**src/rtl/rtc_div_pkg.sv**
```systemverilog
package rtc_div_pkg;

  typedef enum logic [1:0] {
    CH_STOP = 2'd0,
    CH_RUN  = 2'd1,
    CH_HOLD = 2'd2
  } chain_mode_e;

  // Oscillator pattern decode: one run pattern, a hold family, stop otherwise.
  function automatic chain_mode_e decode_osc(input logic [2:0] pat);
    if (pat == 3'b010)
      return CH_RUN;
    else if (pat[2:1] == 2'b11)
      return CH_HOLD;
    else
      return CH_STOP;
  endfunction

  // Rate code to chain tap index; codes 1 and 2 alias lower-rate taps.
  function automatic int tap_of_code(input int code);
    if (code == 1)
      return 6;
    else if (code == 2)
      return 7;
    else
      return code - 2;
  endfunction

endpackage

```
**src/rtl/rtc_div_chain.sv**
```systemverilog
module rtc_div_chain
  import rtc_div_pkg::*;
#(
  parameter int STAGES = 15
) (
  input  logic              clk,
  input  logic              rst_n,
  input  logic              tb_en,
  input  chain_mode_e       mode,
  output logic [STAGES-1:0] cnt,
  output logic              wrap_tick
);

  logic [STAGES-1:0] cnt_q, cnt_d;
  logic              tick_q, tick_d;

  always_comb begin
    cnt_d  = cnt_q;
    tick_d = 1'b0;
    case (mode)
      CH_RUN: begin
        if (tb_en) begin
          cnt_d  = cnt_q + 1'b1;
          tick_d = &cnt_q;
        end
      end
      CH_HOLD: cnt_d = '0;
      default: cnt_d = cnt_q;
    endcase
  end

  always_ff @(posedge clk or negedge rst_n) begin
    if (!rst_n) begin
      cnt_q  <= '0;
      tick_q <= 1'b0;
    end else begin
      cnt_q  <= cnt_d;
      tick_q <= tick_d;
    end
  end

  assign cnt       = cnt_q;
  assign wrap_tick = tick_q;

  // a hold pattern leaves the chain at zero.
  p_hold_zero_r3: assert property (@(posedge clk) disable iff (!rst_n)
    (mode == CH_HOLD) |=> (cnt == '0));

  // a stop pattern keeps the count unchanged.
  p_stop_freeze_r4: assert property (@(posedge clk) disable iff (!rst_n)
    (mode == CH_STOP) |=> $stable(cnt));

  // the second tick only follows a running wrap.
  p_tick_wrap_r2: assert property (@(posedge clk) disable iff (!rst_n)
    wrap_tick |-> (cnt == '0) && ($past(mode) == CH_RUN) && $past(tb_en));

endmodule

```
**src/rtl/rtc_tap_sel.sv**
```systemverilog
module rtc_tap_sel
  import rtc_div_pkg::*;
#(
  parameter int STAGES = 15,
  parameter int RATE_W = 4
) (
  input  logic [STAGES-1:0] cnt,
  input  logic [RATE_W-1:0] rate,
  output logic              tap_bit,
  output logic              tap_full,
  output logic              active
);

  localparam int NCODE = 1 << RATE_W;

  logic [NCODE-1:0] bit_v;
  logic [NCODE-1:0] full_v;

  assign bit_v[0]  = 1'b0;
  assign full_v[0] = 1'b0;

  for (genvar c = 1; c < NCODE; c++) begin : g_code
    localparam int TAP = tap_of_code(c);
    assign bit_v[c]  = cnt[TAP];
    assign full_v[c] = &cnt[TAP:0];
  end

  assign tap_bit  = bit_v[rate];
  assign tap_full = full_v[rate];
  assign active   = (rate != '0);

endmodule

```
**src/rtl/rtc_tap_divider.sv**
```systemverilog
module rtc_tap_divider
  import rtc_div_pkg::*;
#(
  parameter int STAGES = 15,
  parameter int RATE_W = 4
) (
  input  logic              clk,
  input  logic              rst_n,
  input  logic              tb_en,
  input  logic [2:0]        osc_ctl,
  input  logic [RATE_W-1:0] rate_sel,
  input  logic              sqw_en,
  input  logic              pi_en,
  output logic              sqw,
  output logic              pi_evt,
  output logic              sec_tick
);

  chain_mode_e       mode;
  logic [STAGES-1:0] cnt;
  logic              tap_bit, tap_full, active;
  logic              pi_q, pi_d;

  assign mode = decode_osc(osc_ctl);

  rtc_div_chain #(.STAGES(STAGES)) i_chain (
    .clk       (clk),
    .rst_n     (rst_n),
    .tb_en     (tb_en),
    .mode      (mode),
    .cnt       (cnt),
    .wrap_tick (sec_tick)
  );

  rtc_tap_sel #(.STAGES(STAGES), .RATE_W(RATE_W)) i_tap (
    .cnt      (cnt),
    .rate     (rate_sel),
    .tap_bit  (tap_bit),
    .tap_full (tap_full),
    .active   (active)
  );

  // The tap falls on the advance that carries out of its low bits.
  always_comb begin
    pi_d = pi_en && active && (mode == CH_RUN) && tb_en && tap_full;
  end

  always_ff @(posedge clk or negedge rst_n) begin
    if (!rst_n) pi_q <= 1'b0;
    else        pi_q <= pi_d;
  end

  assign pi_evt = pi_q;
  assign sqw    = sqw_en && active && tap_bit;

  // an event only follows an enabled, nonzero selection.
  p_pi_gate_r6: assert property (@(posedge clk) disable iff (!rst_n)
    pi_evt |-> $past(pi_en) && ($past(rate_sel) != '0));

  // after an event under a steady selection, the selected tap is low.
  p_pi_tap_low_r6: assert property (@(posedge clk) disable iff (!rst_n)
    (pi_evt && $stable(rate_sel)) |-> !tap_bit);

  // the square wave stays low while disabled or deselected.
  p_sqw_off_r7: assert property (@(posedge clk) disable iff (!rst_n)
    (!sqw_en || rate_sel == '0) |-> !sqw);

endmodule

```
**config.mk**
```make
export PLATFORM = sky130hd
export DESIGN_NAME = rtc_tap_divider
export DESIGN_NICKNAME = d
export VERILOG_FILES = /design/src/rtl/rtc_div_pkg.sv /design/src/rtl/rtc_div_chain.sv /design/src/rtl/rtc_tap_sel.sv /design/src/rtl/rtc_tap_divider.sv
export SDC_FILE = /design/constraint.sdc
export NUM_CORES = 1
export LEC_CHECK = 0
export BUFFER_PORTS_ARGS = -buffer_cell sky130_fd_sc_hd__buf_4
export CAP_MARGIN = 0
export CORE_MARGIN = 5
export CORE_UTILIZATION = 34
export DETAILED_ROUTE_END_ITERATION = 6
export PLACE_DENSITY_LB_ADDON = 0.12
export SLEW_MARGIN = 20
export SYNTH_ARGS = -nofsm -noshare
export SYNTH_HDL_FRONTEND = slang
export SYNTH_SLANG_ARGS = --single-unit
```
**constraint.sdc**
```tcl
create_clock -name clk -period 2.2 [get_ports clk]
set_input_delay 0.22 -clock clk [delete_from_list [all_inputs] [get_ports clk]]
set_output_delay 0.22 -clock clk [all_outputs]
set_load 0.02 [all_outputs]
```
# Word level (Yosys, flattened, before mapping)

Cells that the tools add are included.

Register bits after elaboration: 17
Word-level logic and storage cells: 43
Input bits: 12
Output and inout port bits: 3

Magnitude comparators: 1
Multiplexer cells: 10
Reduce and logical (&&, ||, !) cells: 23
Eq/ne operators: 5
Add/subtract/negate cells: 1

Operators with widths:

| kind                  | number |
|---|---|
| $pmux 15 s2           | 1 |
| $add 15x1->15 const B | 1 |
| $mux 15               | 1 |
| $reduce_and 15->1     | 1 |
| $reduce_and 14->1     | 1 |
| $reduce_and 13->1     | 1 |
| $reduce_and 12->1     | 1 |
| $reduce_and 11->1     | 1 |
| $reduce_and 10->1     | 1 |
| $reduce_and 9->1      | 1 |
| $bmux 1 s4            | 2 |
| $reduce_and 8->1      | 1 |
| $reduce_and 7->1      | 1 |
| $logic_and 1x1->1     | 6 |
| $reduce_and 6->1      | 1 |
| $lt 4x5->1 const B    | 1 |
| $reduce_and 5->1      | 1 |
| $eq 2x2->1 const B    | 2 |
| $mux 1                | 4 |
| $mux 2                | 2 |
| $reduce_and 2->1      | 2 |
| $reduce_and 4->1      | 1 |
| $reduce_bool 4->1     | 1 |
| $eq 3x2->1 const B    | 1 |
| other kinds (4)       | 4 |

# Depth between registers and ports, before layout

Gate-level depths: netlist of run 1.

Depth in word-level cells: 7
Gate-level depth with buffers: 8
Gate-level depth less buffers: 8

# Cells and area by module

Synthesis of run 1 repeated with hierarchy kept, for this count alone.

Cell total of the unflattened synthesis: 133
Area total of the unflattened synthesis: 1310.0 um^2

By module, submodules not included:

| module          | seq. area each (um^2) | cells an instance | times used | area an instance (um^2) |
|---|---|---|---|---|
| rtc_div_chain   | 400.4                 | 86                | 1          | 898.4 |
| rtc_tap_sel     | 0.0                   | 41                | 1          | 345.3 |
| rtc_tap_divider | 25.0                  | 6                 | 1          | 66.3 |

# Worst setup path before layout of run 1

OpenSTA, ideal clock, no wires.

Path kind: register -> register
From: register i_chain.cnt_q[0], in the netlist i_chain.cnt[0]
To: register pi_q, in the netlist pi_evt
Setup time: 0.131 ns
Required time: 2.069 ns
Period minus slack after synthesis: 1.757 ns
Cell stages (with the launch flop): 9
Arrival: 1.626 ns
Path buffers: 0
Slack: 0.443 ns
Cells stage by stage: dfrtp_1 -> ha_1 -> nand3_1 -> inv_1 -> ha_1 -> mux2_2 -> a31oi_1 -> o211a_1 -> a211oi_2

Word-level cells in the longest chain between the ends: 4
Elaborated cells on any way between the ends: 16
Those cells by class: mux (2); reduce/logical (14)

Ends and longest elaborated chain:

| what                                      | RTL line              | text |
|---|---|---|
| from (decl)                               | rtc_div_chain.sv:14   | `logic [STAGES-1:0] cnt_q, cnt_d;` |
| from (signal assigned)                    | rtc_div_chain.sv:37   | `cnt_q <= cnt_d;` |
| $reduce_and 14->1 (tied with other cells) | rtc_tap_sel.sv:25     | `assign full_v[c] = &cnt[TAP:0];` |
| $bmux 1 s4 (*)                            | rtc_tap_sel.sv:29     | `assign tap_full = full_v[rate];` |
| $mux 1 (implied by the code) (*)          | rtc_tap_sel.sv:29     |  |
| $logic_and 1x1->1 (*)                     | rtc_tap_divider.sv:45 | `pi_d = pi_en && active && (mode == CH_RUN) && tb_en && tap_full;` |
| net pi_d                                  | rtc_tap_divider.sv:22 | `logic pi_q, pi_d;` |
| to (signal assigned)                      | rtc_tap_divider.sv:50 | `else pi_q <= pi_d;` |
| to (decl)                                 | rtc_tap_divider.sv:22 |  |

The timed path passes the listed nets; every way through them passes the cells marked *. The select of a mux whose other input is x is not followed.
A chain may end at the register's enable or synchronous reset.

# Final worst setup path of run 1

From: register i_chain.cnt_q[8], in the netlist i_chain.cnt[8]
To: output sqw

Word-level cells in the longest chain between the ends: 3

Ends and longest elaborated chain:

| what                         | RTL line              | text |
|---|---|---|
| $bmux 1 s4                   | rtc_tap_sel.sv:28     | `assign tap_bit = bit_v[rate];` |
| $mux 1 (implied by the code) | rtc_tap_sel.sv:28     |  |
| $logic_and 1x1->1            | rtc_tap_divider.sv:54 | `assign sqw = sqw_en && active && tap_bit;` |
| to (decl)                    | rtc_tap_divider.sv:14 | `output logic sqw,` |

Every way passes these cells. The select of a mux whose other input is x is not followed.

==> impl_summary.md, run 1 <==
Yosys
For this run, the number of Yosys warnings is 0. After synthesis, the netlist uses 36 different library cells. After synthesis, flip-flops and latches occupy 36.4% of the total area. The synthesized netlist devotes 19.7% of its cell area to simple gates.

The adder-cell share of the synthesized area is 4.28%. The flip-flop and latch count after synthesis is 17. The most used flip-flop cell after synthesis is dfrtp_1. The main combinational cell family by area after synthesis is simple AND/OR/NAND/NOR gates.

The fraction of registers with async set or reset after synthesis is 100%. The share of synthesized area spent on multiplexers is 9.85%. The number of instances in the synthesized netlist is 120. After synthesis, the mean cell area works out to 9.74 µm². Counting every net in the synthesized netlist gives 136. After Yosys synthesis, XOR and XNOR cells account for 8.24% of the synthesized area. The netlist area before placement is 1170 µm². The synthesized netlist devotes 14.0% of its cell area to compound gates. The number of flops mapped to enable cells by yosys is 0.

GRT
Global routing consumed, on the met1 layer, 16.0% of the routing resources. The pin count of the biggest net entering global routing is 18. The global-route layer with the greatest usage is met2.

Global routing used 2.27% of the available met3 tracks. The aggregate global-route resource usage is 12.1%. After global routing the overflow that remains totals 0. The via count of the first global-routing pass is 903. The wire length of the first global-routing pass is 4230 µm. The initial antenna violation count was 0. Global routing consumed, on the met2 layer, 19.1% of the routing resources.

Die
The starting density of the core is 35.0%. After floorplanning, the core was sized to cover 3340 µm². In this run the core area contains 21 standard-cell rows. The floorplan step set the die height to 68.6 µm.

The number of placed I/O pins is 15. The horizontal die dimension is 68.6 µm. The floorplan die area is 4710 µm².

STA
The highest achievable clock rate is 484 MHz. The actual transition at the worst max-transition pin is 562 ps. Setup violations remaining at the end of the flow were counted as 0. The count of final hold-check violations was 0. For the final database, setup skew stands at 18.7 ps. After routing, the total negative slack on setup checks comes to 0 ps. Setup slack on the critical path of the routed design comes to 134 ps. In this run the tightest slew margin relative to its limit is 62.5%.

The number of max-slew violations in the final report was 0. The portion of the clock cycle consumed by the worst path in the final layout is 93.9%. The clock period minus worst slack is 2070 ps. Setup repair after global routing left no endpoint under its margin.

Critical path
The count of buffer and inverter cells on the critical path is 1. In this run the register-to-register setup slack is 330 ps. For the worst setup path, the data required time is 1980 ps. The slowest stage of the critical path is the mux4_1 cell. The cell family with the largest share of critical-path delay is multiplexers. The delay of the slowest cell on the worst path is 520 ps. STA classifies the critical path startpoint as a flip-flop. The critical path arrival is 1850 ps. The start-to-end type of the worst setup path is reg2out.

Along the worst path, the maximum fanout reaches 7. Traced cell by cell, the critical path runs through mux4_1 -> mux2_2 -> nand2_1 -> a21boi_2 -> buf_4. The nature of the critical path endpoint is an output pin.

Final layout
The final net count is 149. The most common library cell in the layout ignoring fill and taps is dfrtp_1. Relative to the synthesized area, the layout overhead comes to 11.6%.

The number of filler cells placed in the layout is 354. The number of antenna cells inserted is 0. In the layout the commonest cells are dfrtp_1 (17), nor2_1 (16), buf_4 (14). Cells with a size suffix above 1 make up 20.5% of the layout. The final standard cell count with taps included and fillers excluded is 178.

Clocking
The source-to-sink clock delay at the later pin of the worst-skew pair is 300 ps. In this run the post-CTS setup repair buffer count came out at 0. TritonCTS built the clock tree. After clock tree synthesis, the clock-pin slew on the worst setup and hold paths is 120 ps.

The total clock buffers created by CTS is 3. The cell sitting at the root of the clock tree is a clkbuf_4. The clock sink total is 17. CTS built an H-tree with a depth of 1. The maximum count of clock buffers along a single path is 2.

Power
The largest voltage drop on the vdd net is 0.200 mV. The cell area power density is 427 nW/µm². The analysis attributes to cell leakage a power of 0.000599 µW. Power comes to 556 µW.

Run status
The run finished with clean final reports.

Placement
The number of cells after detailed placement is 173. At the end of routability-driven placement, the weighted congestion stood at 0.764. Buffers placed on the I/O ports in this run total 14. At the placement stage, the worst setup path has a slack of 330 ps. Summed over all nets, the half-perimeter wirelength after detailed placement is 1800 µm.

Drt
Once detail routing completed, the nets flagged for antenna violations numbered 0. Summing over every cut layer, the via total after detailed routing is 896. The final layout contains routed wiring with a total length of 2480 µm. The number of design rule violations left after detail routing is 0.

The average detailed-routed wire length per instance is 13.9 µm. The first TritonRoute pass finished after 4 iterations. Using the TritonRoute via totals, the vias-per-cell ratio works out to 5.03. The detailed router finished its first iteration with 42 violations.

Flow run
Max-cap violations in this run came to 0.

Worst hold path
In this run the worst hold path is classified as in2reg.
[worst register-to-register path: stages, from the launching register on]
cell	delay (ps)
dfrtp_1	420
ha_1	240
nand3_1	210
inv_1	110
ha_1	190
mux2_2	260
a31oi_1	160
o211a_1	170
a211oi_2	40
[registers in the layout, indices dropped and copies added (netlist names)]
register	count
i_chain.wrap_tick	1
pi_evt	1
i_chain.cnt	15
[where the power goes]
group | total [µW] | switching (µW) | internal [µW]
registers | 318 | 2.81 | 315
logic | 64.5 | 35.5 | 29.0
clock network | 174 | 106 | 67.6
[cells in the mapped netlist (3+ instances only)]
cell	instances	area, µm²
dfrtp_1	17	425
nor2_1	16	60.1
nand2_1	10	37.5
inv_1	6	22.5
xor2_1	6	52.6
a21oi_1	5	25.0
xnor2_1	5	43.8
ha_1	4	50.1
mux2i_1	4	40.0
nand3_1	4	20.0
nand4_1	4	25.0
and3_1	3	18.8
o21ai_0	3	15.0
[metrics by stage]
step	hold slack (ps)	utilization [%]	instance area, µm²
floorplan	-75.6	-	1170
global placement	103	37.9	1270
detailed placement	111	37.9	1270
CTS	190	39.1	1300
global route	198	39.1	1300
finish	206	39.1	1300
[layer usage]
metal  part of all wire (%)  routed length [µm]
met5                      0                   0
met4                   0.65                  16
met3                    4.8                 119
met2                     47                1150
met1                     48                1190
[repair_timing]
item,CTS,global route
gates resized for setup,0,0
hold buffers,1,0
hold endpoints to repair,17,0
endpoints found under the setup margin,0,0
[final timing paths]
kind | startpoint | end | cells after the start
max in group asynchronous | rst_n | i_chain.cnt[6] | 2
setup reg to reg | i_chain.cnt[0] | pi_evt | 8
setup / recovery | i_chain.cnt[8] | sqw | 5
min in group asynchronous | rst_n | i_chain.cnt[7] | 2
hold / removal | pi_en | pi_evt | 3
hold reg to reg | i_chain.cnt[14] | i_chain.wrap_tick | 2
[layout make-up]
| cell class | instances | area, µm² | area share [%] |
|---|---|---|---|
| clock inverters | 1 | 5.00 | 0.384 |
| repair buffers | 15 | 115 | 8.83 |
| flip-flops and latches | 17 | 425 | 32.6 |
| multi-input cells | 90 | 656 | 50.3 |
| inverters | 6 | 22.5 | 1.73 |
| clock buffers | 3 | 22.5 | 1.73 |
| well taps | 46 | 57.6 | 4.41 |
[logic make-up (layout without fill, tap and decap cells)]
family | Yosys count | in the layout
AND/OR/NAND/NOR | 44 | 44
buffers and inverters | 13 | 25
XOR/XNOR | 11 | 11
AO/OA/AOI/OAI | 23 | 23
multiplexers | 8 | 8
adder cells (fa/ha/maj) | 4 | 4
flip-flops | 17 | 17
(Power assumes the default switching activity.)
==> inputs of run 2 (changes only) <==
Settings changed: CORE_ASPECT_RATIO set to 0.7, CORE_UTILIZATION 34 to 55.
==> impl_summary.md, run 2 (synthesis results as in run 1) <==
Critical path
The delay of the slowest cell on the worst path was 520 ps (about the same). The critical path depth came to 5 (unchanged). The start-to-end type of the worst setup path is reg2out (unchanged). The count of buffer and inverter cells on the critical path is 1 (unchanged). The worst flop-to-flop path endpoint is pi_evt (unchanged).

The required time of the critical path came to 1980 ps (about the same). The nature of the critical path endpoint is an output pin (unchanged). The maximum net fanout on the critical path was 5 (was 7). The master of the slowest instance on the critical path is mux4_1 (unchanged). The worst-case reg-to-reg path depth was 8 (unchanged). CP Cell Sequence: mux4_1 -> mux2_2 -> nand2_1 -> a21boi_2 -> buf_4 (unchanged). The cell family with the largest share of critical-path delay is multiplexers (unchanged). The critical path arrival is 1850 ps (about the same). The startpoint type of the worst setup path is a flip-flop (unchanged). The launching point of the worst reg2reg path is i_chain.cnt[0] (unchanged). The worst setup slack for register-to-register paths came to 310 ps (was 330 ps).

Worst hold path
The hold path startpoint is pi_en (unchanged). The hold-critical path endpoint is pi_evt (unchanged). The instance count along the most critical hold path is 3 (unchanged).

The kind of path behind the tightest hold check is in2reg (unchanged).

Final layout
The number of antenna cells inserted is 0 (unchanged). The number of filler cells placed in the layout is 194 (was 354). The flip-flop count of the largest register after layout is 15 (unchanged).

The final net count was 149 (unchanged). The most common library cell in the layout ignoring fill and taps was dfrtp_1 (unchanged). Most used cells in the layout excluding fill and tap cells: dfrtp_1 (17), nor2_1 (16), buf_4 (14) (unchanged). The layout overhead on the synthesized area is 9.21% (was 11.6%). The fraction of final layout cells sized beyond drive strength 1 is 20.5% (unchanged).

Placement
The worst-case setup slack after placement came to 311 ps (was 330 ps). The last weighted congestion value of the routability-driven placer was 0.852 (was 0.764). The detailed placer's ending HPWL came to 1730 µm (was 1800 µm). The number of port buffers is 14 (unchanged).

Clocking
The H-tree level count is 1 (unchanged). The post-cts sizing count is 0 (unchanged). The clock transition at the register clock pins on the worst setup and hold paths after CTS is 110 ps (was 120 ps). The total clock buffers created by CTS was 3 (unchanged). The clock sink total is 17 (unchanged). The post-CTS setup repair buffer count is 0 (unchanged). The maximum count of clock buffers along a single path is 2 (unchanged). The cell at the root of the clock tree is clkbuf_4 (unchanged).

The number of buffers added to fix hold violations after cts is 1 (unchanged). The source-to-sink clock delay at the later pin of the worst-skew pair is 300 ps (about the same). The TritonCTS clock tree is yes (unchanged).

STA
The count of final hold-check violations is 0 (unchanged). The clock skew after layout is 9.06 ps (was 18.7 ps). The clock period minus worst slack is 2070 ps (about the same).

The total of endpoints with negative setup slack in the final report is 0 (unchanged). The number of max-slew violations in the final report is 0 (unchanged). The tightest slew margin relative to the limit is 61.0% (was 62.5%). The final worst-path setup slack is 135 ps (was 134 ps).

The portion of the clock cycle consumed by the worst path in the final layout came to 93.9% (about the same). The highest achievable clock rate is 484 MHz (about the same). The actual transition at the worst max-transition pin came to 585 ps (was 562 ps). The total negative slack for setup checks is 0 ps (unchanged). Setup repair after global routing missed its margin: no (unchanged).

GRT
The aggregate global-route resource usage is 16.7% (was 12.1%). The total grt overflow came to 0 (unchanged). The global-route met3 utilization is 6.25% (was 2.27%). The met2 track utilization from global routing came to 20.5% (was 19.1%). The global-route layer with the greatest usage is met1 (was met2).

The initial antenna violation count came to 0 (unchanged). The wire length of the first global-routing pass was 4140 µm (was 4230 µm). The pin count of the biggest net entering global routing is 18 (unchanged). The global-route track usage on met1 was 27.3% (was 16.0%). The via count of the first global-routing pass came to 806 (was 903).

Run status
Run status: finished, final reports clean (unchanged).

Die
The floorplan die area is 3160 µm² (was 4710 µm²). The area inside the core boundary is 2080 µm² (was 3340 µm²). The number of placed I/O pins is 15 (unchanged).

The horizontal die dimension is 65.1 µm (was 68.6 µm). The standard-cell row count came to 14 (was 21). The die span in y is 48.6 µm (was 68.6 µm). The starting density of the core is 56.1% (was 35.0%).

Drt
The count of antenna-violating nets left after detailed routing is 0 (unchanged). The final wirelength is 2440 µm (was 2480 µm). The average via count per standard cell is 5.90 (was 5.03). The average detailed-routed wire length per instance was 15.6 µm (was 13.9 µm). The starting DRC count in detailed routing is 75 (was 42). The first-pass detailed-route iteration total is 4 (unchanged). The number of design rule violations left after detail routing is 0 (unchanged). The total number of vias was 920 (was 896).

Flow run
The number of max-cap violations came to 0 (unchanged).

Power
The reported leakage power is 0.000599 µW (unchanged). The largest voltage drop on the vdd net was 0.293 mV (was 0.200 mV). The cell area power density is 436 nW/µm² (was 427 nW/µm²).
[run 2: cell counts in the layout (fill, tap and decap cells not counted)]
Identical to the previous run, type by type.
[run 2: metal layers]
| metal | vias to the layer above | part of all wire [%] | wire [µm] |
|---|---|---|---|
| met1 | 446 | 51 | 1230 |
| met5 | - | 0 | 0 |
| met3 | 2 | 5.4 | 132 |
| li1 | 453 | - | - |
| met4 | 0 | 0.45 | 11 |
| met2 | 19 | 43 | 1060 |
[run 2: worst max-delay path by stage]
stage,startpoint,end,slack [ps]
after floorplan,i_chain.cnt[0],pi_evt,440
after global placement,i_chain.cnt[0],pi_evt,390
after detailed placement,i_chain.cnt[0],pi_evt,310
after CTS,i_chain.cnt[6],sqw,120
after global routing,i_chain.cnt[6],sqw,30
final,i_chain.cnt[6],sqw,130
[run 2: worst min-delay path: cells and delay by family]
| family | cells | cell delay [ps] |
|---|---|---|
| AO/OA/AOI/OAI | 2 | 150 |
| buffers and inverters | 1 | 110 |
[run 2: report_power, final]
part	switching, µW	internal, µW
logic	36.3	29.0
clock network	106	67.8
registers	2.70	315
total	145	412
[run 2: stage by stage]
stage | total power, µW | std cells | area [µm²] | util, % | hold WS, ps
after floorplan | 367 | 120 | 1170 | - | -75.6
after global placement | 387 | 151 | 1240 | 59.4 | 96.7
after detailed placement | 388 | 151 | 1240 | 59.4 | 98.4
after CTS | 563 | 156 | 1280 | 61.2 | 204
after global routing | 586 | 156 | 1280 | 61.2 | 204
final | 557 | 156 | 1280 | 61.2 | 206
[run 2: area by class of cell]
type                    instances  area (µm²)  share of cell area, %
clock buffers                   3        22.5                   1.76
clock inverters                 1        5.00                  0.392
inverters                       6        22.5                   1.76
multi-input cells              90         656                   51.4
flip-flops and latches         17         425                   33.3
well taps                      24        30.0                   2.35
repair buffers                 15         115                   9.02
